`src/rtl/acc_pkg.sv`:
```
package acc_pkg;
    localparam int DW  = 8;
    localparam int IW  = 16;
    localparam int OPW = IW - DW;
    localparam int FNW = 3;

    typedef enum logic [FNW-1:0] {
        FN_LOAD = 3'd0,
        FN_ADD  = 3'd1,
        FN_SUB  = 3'd2,
        FN_AND  = 3'd3,
        FN_OR   = 3'd4,
        FN_XOR  = 3'd5,
        FN_PASS = 3'd6,
        FN_BAD  = 3'd7
    } fn_e;

    typedef struct packed {
        logic          valid;
        logic          killed;
        fn_e           fn;
        logic          imm;
        logic          to_acc;
        logic          to_mem;
        logic [DW-1:0] field;
    } exe_t;

    typedef struct packed {
        logic          valid;
        logic          killed;
        logic          to_acc;
        logic          to_mem;
        logic [DW-1:0] field;
        logic [DW-1:0] data;
    } wbk_t;
endpackage

```
`src/rtl/acc_decode.sv`:
```
module acc_decode
    import acc_pkg::*;
(
    input  logic [IW-1:0] instr,
    output fn_e           fn,
    output logic          imm,
    output logic          to_acc,
    output logic          to_mem,
    output logic [DW-1:0] field
);
    logic [OPW-1:0] op;
    logic           legal;

    always_comb begin
        op     = instr[IW-1:DW];
        field  = instr[DW-1:0];
        fn     = fn_e'(op[FNW-1:0]);
        imm    = op[OPW-2];
        legal  = (op[OPW-3:FNW] == '0) && (fn != FN_BAD) && !(op[OPW-1] && op[OPW-2]);
        to_mem = legal && op[OPW-1];
        to_acc = legal && !op[OPW-1];
    end
endmodule

```
`src/rtl/acc_alu.sv`:
```
module acc_alu
    import acc_pkg::*;
(
    input  fn_e           fn,
    input  logic [DW-1:0] a,
    input  logic [DW-1:0] b,
    output logic [DW-1:0] res,
    output logic          carry
);
    logic [DW:0] wide;

    always_comb begin
        wide = '0;
        unique case (fn)
            FN_LOAD: wide = {1'b0, b};
            FN_ADD:  wide = {1'b0, a} + {1'b0, b};
            FN_SUB:  wide = {1'b0, a} - {1'b0, b};
            FN_AND:  wide = {1'b0, a & b};
            FN_OR:   wide = {1'b0, a | b};
            FN_XOR:  wide = {1'b0, a ^ b};
            FN_PASS: wide = {1'b0, a};
            default: wide = '0;
        endcase
        res   = wide[DW-1:0];
        carry = wide[DW] && ((fn == FN_ADD) || (fn == FN_SUB));
    end
endmodule

```
`src/rtl/acc_dmem.sv`:
```
module acc_dmem #(
    parameter int AW = 8,
    parameter int DW = 8
) (
    input  logic          clk,
    input  logic [AW-1:0] rd_addr,
    output logic [DW-1:0] rd_data,
    input  logic          wr_en,
    input  logic [AW-1:0] wr_addr,
    input  logic [DW-1:0] wr_data
);
    localparam int DEPTH = 1 << AW;

    logic [DW-1:0] cells_q [DEPTH];

    always_ff @(posedge clk) begin
        if (wr_en) cells_q[wr_addr] <= wr_data;
    end

    assign rd_data = cells_q[rd_addr];
endmodule

```
`src/rtl/acc_datapath.sv`:
```
module acc_datapath
    import acc_pkg::*;
(
    input  logic          clk,
    input  logic          rst_n,
    input  logic          issue_valid,
    input  logic [IW-1:0] issue_instr,
    input  logic          kill,
    output logic [DW-1:0] acc_out,
    output logic          flag_valid,
    output logic          flag_zero,
    output logic          flag_neg,
    output logic          flag_carry
);
    typedef struct packed {
        logic          dec_valid;
        logic [IW-1:0] dec_instr;
        exe_t          exe;
        wbk_t          wbk;
        logic [DW-1:0] acc;
    } state_t;

    state_t st_d, st_q;

    fn_e           dec_fn;
    logic          dec_imm, dec_to_acc, dec_to_mem;
    logic [DW-1:0] dec_field;
    logic [DW-1:0] mem_rd;
    logic [DW-1:0] alu_res;
    logic          alu_carry;
    logic [DW-1:0] acc_fwd, mem_fwd, operand;
    logic          wb_live, acc_we, mem_we;

    acc_decode u_decode (
        .instr  (st_q.dec_instr),
        .fn     (dec_fn),
        .imm    (dec_imm),
        .to_acc (dec_to_acc),
        .to_mem (dec_to_mem),
        .field  (dec_field)
    );

    acc_dmem #(.AW(DW), .DW(DW)) u_dmem (
        .clk     (clk),
        .rd_addr (st_q.exe.field),
        .rd_data (mem_rd),
        .wr_en   (mem_we),
        .wr_addr (st_q.wbk.field),
        .wr_data (st_q.wbk.data)
    );

    acc_alu u_alu (
        .fn    (st_q.exe.fn),
        .a     (acc_fwd),
        .b     (operand),
        .res   (alu_res),
        .carry (alu_carry)
    );

    always_comb begin
        wb_live = st_q.wbk.valid && !st_q.wbk.killed;
        acc_we  = wb_live && st_q.wbk.to_acc;
        mem_we  = wb_live && st_q.wbk.to_mem;
        acc_fwd = acc_we ? st_q.wbk.data : st_q.acc;
        mem_fwd = (mem_we && (st_q.wbk.field == st_q.exe.field)) ? st_q.wbk.data : mem_rd;
        operand = st_q.exe.imm ? st_q.exe.field : mem_fwd;

        st_d = st_q;
        st_d.dec_valid  = issue_valid;
        st_d.dec_instr  = issue_instr;

        st_d.exe.valid  = st_q.dec_valid;
        st_d.exe.killed = st_q.dec_valid && kill;
        st_d.exe.fn     = dec_fn;
        st_d.exe.imm    = dec_imm;
        st_d.exe.to_acc = dec_to_acc;
        st_d.exe.to_mem = dec_to_mem;
        st_d.exe.field  = dec_field;

        st_d.wbk.valid  = st_q.exe.valid;
        st_d.wbk.killed = st_q.exe.killed;
        st_d.wbk.to_acc = st_q.exe.to_acc;
        st_d.wbk.to_mem = st_q.exe.to_mem;
        st_d.wbk.field  = st_q.exe.field;
        st_d.wbk.data   = alu_res;

        st_d.acc = acc_fwd;
    end

    always_ff @(posedge clk) begin
        if (!rst_n) st_q <= '0;
        else        st_q <= st_d;
    end

    assign acc_out    = st_q.acc;
    assign flag_valid = st_q.exe.valid && !st_q.exe.killed;
    assign flag_zero  = (alu_res == '0);
    assign flag_neg   = alu_res[DW-1];
    assign flag_carry = alu_carry;


    killed_no_flag_chk: assert property (@(posedge clk) disable iff (!rst_n)
        (kill && st_q.dec_valid) |=> !flag_valid);


    flag_follows_issue_chk: assert property (@(posedge clk) disable iff (!rst_n)
        (st_q.dec_valid && !kill) |=> flag_valid);


    acc_hold_chk: assert property (@(posedge clk) disable iff (!rst_n)
        !acc_we |=> $stable(acc_out));


    single_dest_chk: assert property (@(posedge clk) disable iff (!rst_n)
        !(acc_we && mem_we));
endmodule

```
`config.mk`:
```
export PLATFORM = sky130hd
export DESIGN_NAME = acc_datapath
export DESIGN_NICKNAME = d
export VERILOG_FILES = /design/src/rtl/acc_pkg.sv /design/src/rtl/acc_decode.sv /design/src/rtl/acc_alu.sv /design/src/rtl/acc_dmem.sv /design/src/rtl/acc_datapath.sv
export SDC_FILE = /design/constraint.sdc
export NUM_CORES = 2
export LEC_CHECK = 0
export ABC_CLOCK_PERIOD_IN_PS = 9500
export BUFFER_PORTS_ARGS = -buffer_cell sky130_fd_sc_hd__clkbuf_2
export CORE_MARGIN = 4
export CORE_UTILIZATION = 30
export CTS_CLUSTER_DIAMETER = 120
export DETAILED_ROUTE_END_ITERATION = 16
export PLACE_DENSITY_LB_ADDON = 0.15
export SLEW_MARGIN = 20
export SYNTH_ARGS = -nofsm -noshare
export SYNTH_HDL_FRONTEND = slang
export SYNTH_SLANG_ARGS = --single-unit
export TNS_END_PERCENT = 100
```
`constraint.sdc`:
```
create_clock -name clk -period 9.5 [get_ports clk]
set_clock_uncertainty 0.15 [all_clocks]
set_input_delay 0 -clock clk [delete_from_list [all_inputs] [get_ports clk]]
set_output_delay 0 -clock clk [all_outputs]
set_load 0.03 [all_outputs]
```
==> reports/qor.txt <==
PLACED DESIGN
----------------------------------------------------------------------------------------
Gpl congestion                                                                     0.828
IO Port Bufs                                                                          31
Sum of net half-perimeters after detailed placement                               174 mm
Pre-CTS setup slack                                                              1650 ps

POWER
----------------------------------------------------------------------------------------
Internal Power                                                                  0.0158 W
Maximum ir drop on the vdd rail                                                   161 uV
Switching part of the total                                                        0.226
Seq pwr share                                                                      0.515
Leakage power                                                                    29.5 nW
Combinational Power Share                                                          0.055
Pwr dens                                                                     213 nW/um^2
Clk network pwr share                                                              0.430
Net switching power                                                            0.00463 W
Post-layout total power                                                         0.0205 W

STA
----------------------------------------------------------------------------------------
Fmax                                                                             115 MHz
Setup repair after global routing missed its margin                                   no
Portion of the clock cycle consumed by the worst path in the final layout          0.918
Final worst-path setup slack                                                      780 ps
Smallest hold slack                                                               229 ps
Final hold violation count                                                             0
Min Tclk post-route                                                              8720 ps
Number of max-slew violations in the final report                                      0
Setup tns final                                                                     0 ps
Worst max-slew margin expressed relative to the limit                              0.208
Count of endpoints failing setup in the final report                                   0
Least-Margin Pin Slew                                                            1180 ps

FINAL LAYOUT
----------------------------------------------------------------------------------------
Total of fill cells in the finished design                                         26000
Layout cell share with drive strength beyond 1                                     0.224
Post-layout utilization of the core                                                0.348
Synthesis-to-layout area growth                                                    15.7%
Total Nets Final                                                                    4537

FLOORPLANNING
----------------------------------------------------------------------------------------
Standard-cell rows                                                                   193
Count of boundary I/O pins                                                            32
Core Area                                                                   276000 sq um
Initial cell density of the core                                                   0.301
Height of the chip                                                                535 um
Die Area                                                                    286000 sq um
Die Width                                                                         535 um

CLOCKING
----------------------------------------------------------------------------------------
Setup fix buffers added after clock tree synthesis                                     0
Count of instances resized after the clock tree is built                               0
Clock transition at the registers of the reported paths                            60 ps
Number of H-tree levels                                                                4
CTS tree                                                                            done
Clock Latency Late Sink                                                           880 ps
CTS sink cnt                                                                        2109
Cts hold-fix bufs                                                                     55
Number of buffers added by the clock tree synthesis step                             227
Clock tree root driver cell                                                    clkbuf_16
Buffers from clock root to sink, at most                                               3

GRT
----------------------------------------------------------------------------------------
Global-route wire length before repair                                            377 mm
Vias in the first global route                                                     43900
Combined global-route utilization of all metal layers                              0.189
Maximum number of pins on one net before global-route repair                         191
Remaining global-route overflow                                                        0
Number of antenna violations at the first check in global routing                     11

RUN
----------------------------------------------------------------------------------------
MaxCap Viol Count                                                                      0

LOGIC SYNTHESIS
----------------------------------------------------------------------------------------
Post-Syn Area per Cell                                                        19.5 sq um
Share of synthesized registers carrying an async set or reset                          0
Number of flops mapped to enable cells by yosys                                     2048
Synthesized area                                                             83200 sq um
Most numerous cell in the Yosys netlist                                         edfxtp_1
Dominant register cell in the synthesized netlist                               edfxtp_1
Dominant cells by area after synthesis                                      edfxtp_1, mux4_2, mux2i_1, dfxtp_1, nor2_1
Count of different cell masters after synthesis                                       72
Number of synthesized register bits                                                 2109
Top cells by count, synth                                                   edfxtp_1, mux4_2, nor2_1
Number of nets produced by synthesis                                                4316
YS warnings                                                                            0
Post-synth top area cell                                                        edfxtp_1
Fraction of the yosys area taken by sequential cells                               0.754
Cells after synthesis                                                               4269
Post-synth top area share                                                          0.739

ROUTE
----------------------------------------------------------------------------------------
DRT Wirelength                                                                    274 mm
Overall via count from detail_route                                                43400
Average routed wire per standard cell                                            32.7 um
Via density per instance                                                            5.17
Drt initial violations                                                              5019
Drt drc                                                                                0
Number of detailed-route iterations in the first pass                                  6
Number of routed nets with antenna violations                                          0

MIN PATH
----------------------------------------------------------------------------------------
Class of the tightest hold or removal check                                 input pin to flip-flop

SETUP PATH
----------------------------------------------------------------------------------------
Worst Path Required                                                              9350 ps
Critical path arrival                                                            8570 ps
Max Fanout on Critical Path                                                           35
Setup crit start kind                                                          flip-flop
Endpoint type of the worst setup path                                         output pin
Setup CP Type                                                               flip-flop to output pin
Setup slack of the worst register-to-register path                               2310 ps

OUTCOME
----------------------------------------------------------------------------------------
Run status                                                                  complete, no violations

cells by family (layout without fill, tap and decap cells):
group,Yosys count,in the layout,share of synthesized area
flip-flops,2109,2109,0.754
AND/OR/NAND/NOR,744,744,0.0414
multiplexers,674,674,0.146
AO/OA/AOI/OAI,398,398,0.0337
buffers and inverters,298,712,0.0186
adder cells (fa/ha/maj),27,27,0.00415
XOR/XNOR,19,19,0.00200
other,0,4,0
routing by layer:
metal,routed length (um),vias up,global-route usage
li1,-,17900,-
met1,123000,23700,0.271
met3,15900,349,0.0316
met2,127000,1454,0.296
met4,7670,0,0.0519
met5,0,-,0
critical path, stage by stage, from the launching register on:
cell and delay, ps:
dfxtp_4 950, buf_4 380, nor2b_4 740, a22oi_1 210
o211ai_1 150, o311ai_0 180, a2111oi_0 690, buf_4 230
nor4b_1 50, a21oi_1 400, buf_4 240, ha_1 230
o21ai_0 290, ha_1 290, nor2b_1 130, o21a_1 170
o21a_1 190, o21ai_0 290, a21oi_1 120, a211oi_1 310
xnor2_1 100, a221o_1 350, or4_1 530, nor3_1 200
clkbuf_2 240
path summary, 6_finish.rpt:
kind	depth (start not counted)	startpoint	to
setup / recovery	24	u_dmem.rd_addr[0]	flag_zero
setup reg to reg	22	u_dmem.rd_addr[0]	st_q[15]
hold reg to reg	1	st_q[59]	st_d[25]
hold / removal	4	rst_n	st_q[11]
state kept, by name, indices dropped and copies added, names as in the netlist:
| name | count |
|---|---|
| st_q | 40 |
| st_d | 5 |
| acc_out | 8 |
| u_dmem.rd_addr | 8 |
| u_dmem.cells_q | 2048 |
power by group through the flow:
stage          Sequential, W  Clock [W]  Combinational, W
2_1_floorplan         0.0109          0          0.000457
3_3_place_gp          0.0107          0           0.00111
3_5_place_dp          0.0107          0           0.00112
4_1_cts               0.0105    0.00900           0.00114
5_1_grt               0.0105    0.00941           0.00120
6_report              0.0105    0.00880           0.00113
cell usage in the layout, fill, tap and decap left out, drive strengths merged, types with 7 or more instances in the layout:
cell	n
nand2	153
a221oi	9
nor4b	7
dlygate4sd3	55
a21oi	64
clkinvlp	7
a22o	13
buf	176
bufinv	22
nor2b	43
nor3	35
ha	26
o211ai	12
o21ai	33
o22ai	18
a31oi	24
dfxtp	61
nor4	13
edfxtp	2048
clkinv	97
mux2i	226
nand4	25
mux4	431
a211oi	27
and3	11
inv	36
mux2	17
nand3	68
clkbuf	319
and2	62
o221ai	13
xnor2	16
a22oi	142
nor2	300
through the flow:
step / instance area (sq um) / cells
finish: 96300 / 8392
global route: 96300 / 8389
CTS: 96200 / 8388
detailed placement: 88300 / 7911
global placement: 88300 / 7910
floorplan: 83200 / 4269
final cells by class:
cell class              instances  area (sq um)  share of cell area
flip-flops and latches       2109         62800               0.652
multi-input cells            1862         19200               0.199
clock buffers                 288          6010              0.0625
well taps                    3705          4640              0.0482
repair buffers                262          2220              0.0230
clock inverters               134          1340              0.0139
inverters                      28           105             0.00109
diodes                          4          10.0            0.000104
No activity file was read; power rests on OpenSTA's default activity.
